===== src/rtl/ipg_pkg.sv =====
package ipg_pkg;

    // Decoded view of one snooped bus cycle.
    typedef struct packed {
        logic set_delay;   // spacing register written
        logic set_div;     // divisor register written
        logic cancel;      // write that invalidates an open gap window
    } bus_hit_t;

endpackage


===== src/rtl/ipg_cfg_snoop.sv =====
module ipg_cfg_snoop
    import ipg_pkg::*;
#(
    parameter int ADDR_W   = 4,
    parameter int DATA_W   = 16,
    parameter int DELAY_W  = 16,
    parameter int DIV_W    = 8,
    parameter logic [ADDR_W-1:0] A_SET   = 4'h0,
    parameter logic [ADDR_W-1:0] A_CLR   = 4'h1,
    parameter logic [ADDR_W-1:0] A_DELAY = 4'h2,
    parameter logic [ADDR_W-1:0] A_CLK   = 4'h3,
    localparam int CNT_W = DELAY_W + 1 + DIV_W
) (
    input  logic              clk,
    input  logic              rst_n,
    input  logic [ADDR_W-1:0] bus_addr,
    input  logic              bus_wr,
    input  logic [DATA_W-1:0] bus_wdata,
    output logic [DELAY_W-1:0] delay_q,
    output logic [DIV_W-1:0]  div_q,
    output logic [CNT_W-1:0]  gap_len,
    output bus_hit_t          hit
);

    typedef struct packed {
        logic [DELAY_W-1:0] delay;
        logic [DIV_W-1:0]   div;
    } cfg_t;

    cfg_t cfg_d, cfg_q;

    always_comb begin
        // Command-clear never counts as reconfiguration, even if an
        // address parameter were set to collide with it.
        hit.set_delay = bus_wr && (bus_addr == A_DELAY) && (bus_addr != A_CLR);
        hit.set_div   = bus_wr && (bus_addr == A_CLK)   && (bus_addr != A_CLR);
        hit.cancel    = hit.set_delay || hit.set_div ||
                        (bus_wr && (bus_addr == A_SET) && (bus_addr != A_CLR));

        cfg_d = cfg_q;
        if (hit.set_delay) cfg_d.delay = bus_wdata[DELAY_W-1:0];
        if (hit.set_div)   cfg_d.div   = bus_wdata[DIV_W-1:0];
    end

    always_ff @(posedge clk or negedge rst_n) begin
        if (!rst_n) begin
            cfg_q.delay <= '0;
            cfg_q.div   <= DIV_W'(1);
        end else begin
            cfg_q <= cfg_d;
        end
    end

    assign delay_q = cfg_q.delay;
    assign div_q   = cfg_q.div;
    assign gap_len = CNT_W'(cfg_q.div) * (CNT_W'(cfg_q.delay) + CNT_W'(1));

endmodule


===== src/rtl/ipg_gap_timer.sv =====
module ipg_gap_timer #(
    parameter int CNT_W = 25
) (
    input  logic             clk,
    input  logic             rst_n,
    input  logic             tx_valid,
    input  logic             cancel,
    input  logic [CNT_W-1:0] gap_len,
    output logic [CNT_W-1:0] gap_cnt,
    output logic             gap_ok
);

    typedef struct packed {
        logic             valid;
        logic [CNT_W-1:0] cnt;
        logic             ok;
    } tmr_t;

    tmr_t s_d, s_q;
    logic eop, rise;

    always_comb begin
        eop  = s_q.valid && !tx_valid;
        rise = !s_q.valid && tx_valid;

        s_d       = s_q;
        s_d.valid = tx_valid;
        s_d.ok    = 1'b1;

        if (cancel) begin
            s_d.cnt = '0;
        end else if (eop) begin
            // the end-of-packet cycle is the first idle cycle
            s_d.cnt = (gap_len == '0) ? '0 : gap_len - CNT_W'(1);
        end else if (rise) begin
            s_d.ok  = (s_q.cnt == '0);
            s_d.cnt = '0;
        end else if (s_q.cnt != '0) begin
            s_d.cnt = s_q.cnt - CNT_W'(1);
        end
    end

    always_ff @(posedge clk or negedge rst_n) begin
        if (!rst_n) begin
            s_q.valid <= 1'b0;
            s_q.cnt   <= '0;
            s_q.ok    <= 1'b1;
        end else begin
            s_q <= s_d;
        end
    end

    assign gap_cnt = s_q.cnt;
    assign gap_ok  = s_q.ok;

endmodule


===== src/rtl/ipg_monitor.sv =====
module ipg_monitor
    import ipg_pkg::*;
#(
    parameter int ADDR_W   = 4,
    parameter int DATA_W   = 16,
    parameter int DELAY_W  = 16,
    parameter int DIV_W    = 8,
    parameter logic [ADDR_W-1:0] A_SET   = 4'h0,
    parameter logic [ADDR_W-1:0] A_CLR   = 4'h1,
    parameter logic [ADDR_W-1:0] A_DELAY = 4'h2,
    parameter logic [ADDR_W-1:0] A_CLK   = 4'h3
) (
    input  logic              clk,
    input  logic              rst_n,
    input  logic [ADDR_W-1:0] bus_addr,
    input  logic              bus_wr,
    input  logic [DATA_W-1:0] bus_wdata,
    input  logic              tx_valid,
    output logic              gap_ok
);

    localparam int CNT_W = DELAY_W + 1 + DIV_W;

    bus_hit_t           hit;
    logic [DELAY_W-1:0] cfg_delay;
    logic [DIV_W-1:0]   cfg_div;
    logic [CNT_W-1:0]   gap_len;
    logic [CNT_W-1:0]   gap_cnt;

    ipg_cfg_snoop #(
        .ADDR_W (ADDR_W),  .DATA_W (DATA_W),
        .DELAY_W(DELAY_W), .DIV_W  (DIV_W),
        .A_SET  (A_SET),   .A_CLR  (A_CLR),
        .A_DELAY(A_DELAY), .A_CLK  (A_CLK)
    ) u_snoop (
        .clk      (clk),
        .rst_n    (rst_n),
        .bus_addr (bus_addr),
        .bus_wr   (bus_wr),
        .bus_wdata(bus_wdata),
        .delay_q  (cfg_delay),
        .div_q    (cfg_div),
        .gap_len  (gap_len),
        .hit      (hit)
    );

    ipg_gap_timer #(
        .CNT_W(CNT_W)
    ) u_timer (
        .clk     (clk),
        .rst_n   (rst_n),
        .tx_valid(tx_valid),
        .cancel  (hit.cancel),
        .gap_len (gap_len),
        .gap_cnt (gap_cnt),
        .gap_ok  (gap_ok)
    );

endmodule


===== config.mk =====
export PLATFORM = sky130hd
export DESIGN_NAME = ipg_monitor
export DESIGN_NICKNAME = d
export VERILOG_FILES = /design/src/rtl/ipg_pkg.sv /design/src/rtl/ipg_cfg_snoop.sv /design/src/rtl/ipg_gap_timer.sv /design/src/rtl/ipg_monitor.sv
export SDC_FILE = /design/constraint.sdc
export NUM_CORES = 1
export LEC_CHECK = 0
export BUFFER_PORTS_ARGS = -buffer_cell sky130_fd_sc_hd__buf_4
export CAP_MARGIN = 15
export CORE_AREA = 2 2 141 143
export CTS_CLUSTER_DIAMETER = 200
export DETAILED_ROUTE_END_ITERATION = 10
export DIE_AREA = 0 0 143 145
export GPL_TIMING_DRIVEN = 0
export PLACE_DENSITY = 0.56
export SKIP_CTS_REPAIR_TIMING = 1
export SLEW_MARGIN = 40
export SYNTH_ARGS = -nofsm -noshare
export SYNTH_HDL_FRONTEND = slang
export SYNTH_SLANG_ARGS = --single-unit

===== constraint.sdc =====
create_clock -name clk -period 5.75 [get_ports clk]
set_input_delay 0.2875 -clock clk [delete_from_list [all_inputs] [get_ports clk]]
set_output_delay 0.2875 -clock clk [all_outputs]
set_load 0.005 [all_outputs]

Word level (Yosys, flattened, before mapping)
Index checks and enable logic that the tools add are counted.

word-level totals
  flip-flop bits (word level) = 51
  latch bits = 0
  memory bits (writable) = 0
  bits in read-only memories = 0
  bits of input ports = 24
  output and inout bits = 1
  word-level logic and storage cells = 37
  memories kept = 0

operators by class
  add/subtract/negate cells = 3
  $mul = 1
  divide/modulo/power cells = 0
  magnitude comparators = 0
  equal/unequal tests = 3
  shift operators = 0
  muxes and demuxes = 8
  bitwise logic cells = 0
  reduce and logical (&&, ||, !) cells = 17

operators with widths
  operator                                                                  count
  25-bit 2-to-1 mux                                                         5
  25-bit logical NOT                                                        2
  25-bit by 1-bit subtractor with 25-bit output (second input constant)     2
  8-bit by 25-bit multiplier with 25-bit output                             1
  25-bit nonzero test                                                       1
  16-bit by 1-bit adder with 17-bit output (second input constant)          1
  4-bit by 2-bit equality test with 1-bit output (second input constant)    2
  1-bit logical AND                                                         8
  4-bit logical NOT                                                         1
  4-bit by 1-bit inequality test with 1-bit output (second input constant)  1
  4-bit nonzero test                                                        1
  1-bit 2-to-1 mux                                                          3
  1-bit logical NOT                                                         2
  1-bit logical OR                                                          2

Logic depth before layout (Yosys ltp)
Gate-level depths: netlist of run 1.

  word-level depth = 6
  mapped depth = 25
  mapped depth without buffers = 23

Cells and area by module
From an unflattened synthesis of run 1, not the netlist that was laid out.

unflattened totals
  cells, all modules = 891
  area total of the unflattened synthesis = 7877.6 um^2

modules (own cells, without submodules)
  module         instances  cells each  area an instance (um^2)
  ipg_cfg_snoop  1          612         5515.3
  ipg_gap_timer  1          279         2362.3

Worst setup path before layout of run 1
OpenSTA, ideal clock, no wires.

  path type = reg-to-reg
  start point = reg u_snoop.cfg_q, in the netlist u_snoop.delay_q[2]
  end point = reg u_timer.s_q, in the netlist u_timer.gap_cnt[16]
  data arrival time = 6057 ps
  data required time = 5622 ps
  slack = -435 ps
  stages on the path, launching flop included = 26
  buffers on the path = 2
  period minus slack after synthesis = 6185 ps
  path through = dfrtp_1 -> and3_1 -> and3_1 -> nand3_1 -> nor2_1 -> nand2_1 -> xor2_1 -> nor2b_1 -> fa_1 -> fa_1 -> fa_1 -> inv_1 -> fa_1 -> inv_1 -> ha_1 -> clkbuf_1 -> and4_1 -> o21ai_0 -> o21ba_2 -> xnor2_1 -> or3_1 -> nor3_1 -> a41oi_1 -> nand2_1 -> buf_2 -> o22ai_1

on the way
  word-level cells in the longest chain between the ends = 6
  elaborated cells between the ends (all ways) = 7

RTL lines
  item                                                                                        RTL line             RTL
  start, declared                                                                             ipg_cfg_snoop.sv:30  cfg_t cfg_d, cfg_q;
  start signal, assigned                                                                      ipg_cfg_snoop.sv:50  cfg_q <= cfg_d;
  16-bit by 1-bit adder with 17-bit output (*)                                                ipg_cfg_snoop.sv:56  assign gap_len = CNT_W'(cfg_q.div) * (CNT_W'(cfg_q.delay) + CNT_W'(1));
  8-bit by 25-bit multiplier with 25-bit output (*)                                           ipg_cfg_snoop.sv:56
  25-bit by 1-bit subtractor with 25-bit output / 25-bit logical NOT (equally long branches)  ipg_gap_timer.sv:34  s_d.cnt = (gap_len == '0) ? '0 : gap_len - CNT_W'(1);
  25-bit 2-to-1 mux (*)                                                                       ipg_gap_timer.sv:34
  25-bit 2-to-1 mux (*)                                                                       ipg_gap_timer.sv:32  end else if (eop) begin
  25-bit 2-to-1 mux (*)                                                                       ipg_gap_timer.sv:30  if (cancel) begin
  end, declared                                                                               ipg_gap_timer.sv:19  tmr_t s_d, s_q;

Every way passes the cells marked *; elsewhere a longest branch is shown, timed or not.
A chain may end at the register's enable or synchronous reset.

Worst setup path after layout of run 1
  start point = reg u_snoop.cfg_q, in the netlist u_snoop.delay_q[4]
  end point = reg u_timer.s_q, in the netlist u_timer.gap_cnt[14]

Same word-level chain as after synthesis.

==> key figures, run 1 <==
Status
  – Status: finished, violations left
  – Violated checks: negative setup slack

Worst setup path
  – Startpoint Class: register
  – WP data arrival: 6.53 ns
  – R2R Path End: u_timer.gap_cnt[14]$_DFFE_PN0P_
  – Required time worst endpoint: 5.97 ns
  – Reg2reg path depth: 25
  – CP Max Fanout: 6
  – Crit Path Class: reg2reg
  – R2R Setup Slk: -0.56 ns
  – Crit Reg-Reg Startpoint: u_snoop.delay_q[4]$_DFFE_PN0P_
  – CP endpoint kind: register

Floorplan
  – DIE AREA: 20,700 µm²
  – I/O pin count: 25
  – Chip width: 143 µm
  – FP Rows: 51
  – Initial cell density of the core: 0.396
  – Core ar.: 19,200 µm²
  – Die span in y: 145 µm

Final layout
  – Post-route cell area: 9560 µm²
  – Multi-input gate area: 6670 µm²
  – Number of fillers in the final layout: 1,835
  – Area added between synthesis and finish: 25.7%
  – Share of cells above drive strength 1: 0.268
  – Number of antenna diodes: 0
  – Final #Nets: 1,081
  – FF/Latch Area: 1280 µm²
  – Cell Count, Final, Fillers Out: 1,185

Drt
  – Wire length per cell: 15.5 µm
  – Met1 wire length: 8.82 mm
  – Vias/cell: 4.96
  – Vias post-DR: 5,876
  – Pre-Repair DR Iteration Count: 4
  – Metal3 WL: 295 µm
  – Final ANT Viol Nets: 0
  – Post-route DRC: 0
  – DRT iter0 DRCs: 195
  – WL met2: 9.13 mm
  – Top routing layer in use: met4
  – Final WL: 18.4 mm

Logic synthesis
  – Syn_nets: 1,000
  – Main flop type after synthesis: dfrtp_1
  – Synth Instances: 838
  – Ys Warns: 0
  – Sequential area share after synthesis: 0.168
  – Mean post-synth cell area: 9.08 µm²
  – Async SR Flop Fraction: 1.00
  – Synthesized flop and latch total: 51
  – Mapped Area: 7610 µm²
  – Post-synth EDFFs: 0
  – Synth cell types: 65

STA
  – Clock Skew: 0.00472 ns
  – RSZ-0062 raised after global routing: yes
  – Post-route minimum period: 6.31 ns
  – Final setup violation count: 25
  – Final Hold Viols: 0
  – Final Max Slew Viols: 0
  – Slew margin rel.: 0.558
  – Worst-Margin Slew: 0.664 ns
  – Peak Freq: 158 MHz
  – Worst Slack Setup Final: -0.560 ns
  – TNS Setup: -12.88 ns
  – Final Cycle Share: 1.10
  – Final hold slack: 0.0209 ns

Placed design
  – Area after DPL: 8360 µm²
  – # port buffers: 24
  – Placer Congestion: 0.812
  – Dpl hpwl: 14.2 mm
  – Placed Cells: 1,127

Global route
  – First-pass GRT wire length: 30.0 mm
  – Global route overflow: 0
  – GRT Overall Usage: 0.179
  – Initial antenna violation count: 0
  – Vias in the first global route: 6,047
  – Largest net degree at the start of global routing: 52

Clock tree
  – Root buf cell: clkbuf_16
  – CTS tree: built
  – Clk slew on worst S/H paths: 0.07 ns
  – Cts bufs inserted: 5
  – Max clock buf depth: 2
  – Clk sinks: 51
  – Clock Latency Late Sink: 0.30 ns
  – H-tree depth: 2

Hold path
  – Hold Path Class: in2async

Flow run
  – Max cap viols: 0
[worst max-delay path by stage]
stage | from | endpoint | slack [ns] | depth (start not counted)
finish | u_snoop.delay_q[4]$_DFFE_PN0P_ | u_timer.gap_cnt[14]$_DFFE_PN0P_ | -0.56 | 25
global route | u_snoop.delay_q[4]$_DFFE_PN0P_ | u_timer.gap_cnt[14]$_DFFE_PN0P_ | -0.82 | 25
CTS | u_snoop.delay_q[0]$_DFFE_PN0P_ | u_timer.gap_cnt[23]$_DFFE_PN0P_ | -1.09 | 22
detailed placement | u_snoop.delay_q[0]$_DFFE_PN0P_ | u_timer.gap_cnt[23]$_DFFE_PN0P_ | -1.07 | 22
global placement | u_snoop.delay_q[0]$_DFFE_PN0P_ | u_timer.gap_cnt[23]$_DFFE_PN0P_ | -1.06 | 22
floorplan | u_snoop.delay_q[3]$_DFFE_PN0P_ | u_timer.gap_cnt[23]$_DFFE_PN0P_ | -0.17 | 23
[final cells by class]
class,count,area share
multi-input combinational,657,0.698
sequential,51,0.134
timing repair buffer,77,0.0636
inverter,107,0.0420
tap,265,0.0347
clock buffer,7,0.0139
buffer,20,0.0130
clock inverter,1,0.000523
[per-layer routing]
metal	global-route usage	vias up
li1	-	2932
met5	0	-
met2	0.301	51
met1	0.252	2883
met4	0.0277	0
met3	0.0224	10
[sequential cells by signal, indices dropped and copies added (netlist names)]
signal / flops
u_timer.gap_ok: 1
u_snoop.delay_q: 16
u_snoop.div_q: 8
u_timer.s_q: 1
u_timer.gap_cnt: 25
[worst max-delay path: stages (launching register included)]
cell	delay, ns
dfrtp_2	0.41
and3_4	0.21
and3_4	0.23
nand3_4	0.12
nor2_4	0.15
nand2_4	0.08
xor2_4	0.28
nor2b_2	0.08
fa_1	0.53
fa_1	0.45
fa_1	0.54
inv_2	0.04
fa_1	0.51
inv_2	0.05
ha_4	0.26
buf_8	0.10
and4_1	0.19
o21ai_1	0.09
o21ba_4	0.25
or3b_4	0.40
a211oi_4	0.35
nor2_2	0.12
a41oi_4	0.32
nand2_4	0.14
buf_8	0.19
o22ai_2	0.13
[synthesized netlist by cell type, types with 5 or more instances]
library cell	instances	area, µm²
o211ai_1	7	52.6
nor3_1	23	115
nand3_1	16	80.1
nand2_1	42	158
a22oi_1	7	52.6
ha_1	48	601
and3_1	5	31.3
dfrtp_1	49	1230
mux2_2	23	259
fa_1	90	1800
a21o_1	8	60.1
a211oi_1	6	45.0
xnor2_1	38	333
o21ai_0	22	110
and2_1	21	131
o22ai_1	14	87.6
nand4_1	5	31.3
nor4_1	11	68.8
a21oi_1	21	105
nor2b_1	97	607
clkbuf_1	18	67.6
inv_1	107	402
xor2_1	33	289
nor2_1	39	146
nand2b_1	19	119
[placed cells by master (no fill, tap or decap), types with 11 or more instances in the layout]
| cell | instances |
|---|---|
| mux2_2 | 23 |
| nor2_1 | 33 |
| nand2_1 | 37 |
| nand2b_1 | 19 |
| xnor2_1 | 34 |
| clkbuf_1 | 15 |
| nor2b_1 | 89 |
| dfrtp_1 | 44 |
| ha_1 | 36 |
| o22ai_2 | 13 |
| nor3_1 | 18 |
| and2_1 | 21 |
| inv_1 | 104 |
| o21ai_0 | 11 |
| buf_4 | 71 |
| nand3_1 | 11 |
| fa_1 | 90 |
| xor2_1 | 22 |
[kinds of logic after synthesis]
group,count (synthesis),synth area share
compound gates,118,0.105
xor+xnor,71,0.0817
fa+ha+maj,138,0.316
buf+inv,130,0.0656
flops,51,0.168
mux,24,0.0354
simple gates,306,0.228
[per-stage QoR]
stage	utilization	setup WS (ns)
6_report	0.498	-0.560
3_5_place_dp	0.435	-1.07
5_1_grt	0.498	-0.822
3_3_place_gp	0.435	-1.06
2_1_floorplan	-	-0.166
4_1_cts	0.443	-1.09
Power of run 1 is left out: the tool's default activity adds up to more than one toggle a clock period on the data nets, which glitch-free logic cannot reach.
==> run 2: changes to the inputs <==
--- a/config.mk
+++ b/config.mk
@@ -7,14 +7,14 @@
 export LEC_CHECK = 0
 export BUFFER_PORTS_ARGS = -buffer_cell sky130_fd_sc_hd__buf_4
 export CAP_MARGIN = 15
-export CORE_AREA = 2 2 141 143
-export CTS_CLUSTER_DIAMETER = 200
+export CORE_AREA = 2 2 144 146
 export DETAILED_ROUTE_END_ITERATION = 10
-export DIE_AREA = 0 0 143 145
+export DIE_AREA = 0 0 146 148
 export GPL_TIMING_DRIVEN = 0
 export PLACE_DENSITY = 0.56
 export SKIP_CTS_REPAIR_TIMING = 1
 export SLEW_MARGIN = 40
 export SYNTH_ARGS = -nofsm -noshare
 export SYNTH_HDL_FRONTEND = slang
+export SYNTH_HIERARCHICAL = 1
 export SYNTH_SLANG_ARGS = --single-unit
==> key figures, run 2 <==
Status
  – Status: finished, violations left
  – Violated checks: negative setup slack

Global route
  – Largest net degree at the start of global routing: 52
  – Vias in the first global route: 6,431
  – Global route overflow: 0
  – Initial antenna violation count: 0
  – First-pass GRT wire length: 32.4 mm
  – GRT Overall Usage: 0.186

Drt
  – Wire length per cell: 15.8 µm
  – Metal3 WL: 555 µm
  – Pre-Repair DR Iteration Count: 5
  – Post-route DRC: 0
  – Top routing layer in use: met4
  – Vias post-DR: 6,203
  – Final ANT Viol Nets: 0
  – Final WL: 19.1 mm
  – DRT iter0 DRCs: 270
  – WL met2: 9.21 mm
  – Vias/cell: 5.14
  – Met1 wire length: 8.95 mm

STA
  – Clock Skew: 0.0108 ns
  – Final setup violation count: 25
  – Worst Slack Setup Final: -0.608 ns
  – Final Max Slew Viols: 0
  – Peak Freq: 157 MHz
  – RSZ-0062 raised after global routing: yes
  – Worst-Margin Slew: 0.765 ns
  – Post-route minimum period: 6.36 ns
  – Final Cycle Share: 1.11
  – Final hold slack: 0.0214 ns
  – TNS Setup: -13.13 ns
  – Slew margin rel.: 0.485
  – Final Hold Viols: 0

Final layout
  – Max reg flops: 25
  – Number of antenna diodes: 0
  – Final #Nets: 1,101
  – Most frequent cells in the layout: 111 x inv_1, 90 x fa_1, 74 x nor2b_1, 67 x nand2_1, 60 x buf_4
  – Commonest non-fill, non-tap cell in the layout: inv_1
  – Area added between synthesis and finish: 24.3%
  – Share of cells above drive strength 1: 0.255

Floorplan
  – FP Rows: 52
  – Chip width: 146 µm
  – I/O pin count: 25
  – Initial cell density of the core: 0.384
  – Core ar.: 20,000 µm²
  – DIE AREA: 21,600 µm²
  – Die span in y: 148 µm

Placed design
  – # port buffers: 24
  – Dpl hpwl: 14.7 mm
  – Placer Congestion: 0.804

Worst setup path
  – R2R Setup Slk: -0.61 ns
  – Crit Path Class: reg2reg
  – WP data arrival: 6.55 ns
  – CP Max Fanout: 7
  – CP endpoint kind: register
  – Reg2reg path depth: 26
  – R2R Path End: u_timer/gap_cnt[7]$_DFFE_PN0P_
  – Startpoint Class: register
  – Crit Reg-Reg Startpoint: u_snoop/delay_q[6]$_DFFE_PN0P_
  – Required time worst endpoint: 5.95 ns

Clock tree
  – CTS tree: built
  – Cts bufs inserted: 5
  – H-tree depth: 2
  – Clk slew on worst S/H paths: 0.08 ns
  – Clk sinks: 51
  – Clock Latency Late Sink: 0.31 ns
  – Max clock buf depth: 2
  – Root buf cell: clkbuf_16

Hold path
  – Hold Path Class: in2async

Flow run
  – Max cap viols: 0

Logic synthesis
  – Ys Warns: 6
  – Mean post-synth cell area: 8.88 µm²
  – Syn_nets: 1,031
  – Mapped Area: 7690 µm²
  – Synth Instances: 866
[run 2: critical path: stages, from the launching register on]
cell      delay [ns]
dfrtp_2         0.42
nand4_1         0.16
nor2_2          0.21
nand4_1         0.14
buf_6           0.18
nor2_4          0.16
xor2_4          0.22
buf_6           0.13
and2_4          0.12
fa_1            0.42
fa_1            0.48
fa_1            0.49
inv_1           0.05
fa_1            0.49
inv_2           0.04
ha_4            0.23
a21o_1          0.17
nand2b_4        0.16
a211oi_2        0.24
o31a_4          0.23
o21ai_2         0.09
xor2_2          0.22
nor4_4          0.44
nand3_2         0.17
or2_4           0.33
a31oi_1         0.21
nor2_1          0.06
[run 2: area by class of cell]
class / count / area [µm²]
plain buffers: 16 / 67.6
clock buffers: 5 / 125
clock inverters: 3 / 20.0
fillers: 1961 / 10500
inverters: 117 / 439
multi-input cells: 680 / 6770
flip-flops and latches: 51 / 1290
well taps: 270 / 338
repair buffers: 65 / 507
[run 2: layer usage]
| layer | up-vias | track usage |
|---|---|---|
| li1 | 2969 | - |
| met1 | 3128 | 0.257 |
| met2 | 90 | 0.311 |
| met3 | 16 | 0.0210 |
| met4 | 0 | 0.0519 |
| met5 | - | 0 |
[run 2: worst max-delay path by stage]
stage                                              start                              end  depth (start not counted)
after detailed placement  u_snoop/delay_q[0]$_DFFE_PN0P_  u_timer/gap_cnt[21]$_DFFE_PN0P_                         27
after global placement    u_snoop/delay_q[0]$_DFFE_PN0P_  u_timer/gap_cnt[23]$_DFFE_PN0P_                         27
after CTS                 u_snoop/delay_q[0]$_DFFE_PN0P_  u_timer/gap_cnt[21]$_DFFE_PN0P_                         27
after global routing      u_snoop/delay_q[6]$_DFFE_PN0P_   u_timer/gap_cnt[1]$_DFFE_PN0P_                         25
final                     u_snoop/delay_q[6]$_DFFE_PN0P_   u_timer/gap_cnt[7]$_DFFE_PN0P_                         26
after floorplan           u_snoop/delay_q[4]$_DFFE_PN0P_   u_timer/gap_cnt[2]$_DFFE_PN0P_                         25
[run 2: through the flow]
step	worst slack [ns]	cells	cell area [µm²]	util
after detailed placement	-1.13	1160	8500	0.424
after global placement	-1.15	1160	8500	0.424
after global routing	-0.807	1207	9560	0.477
after floorplan	-0.278	866	7980	-
final	-0.608	1207	9560	0.477
after CTS	-1.17	1168	8640	0.431
Power of run 2 is left out for the same reason.
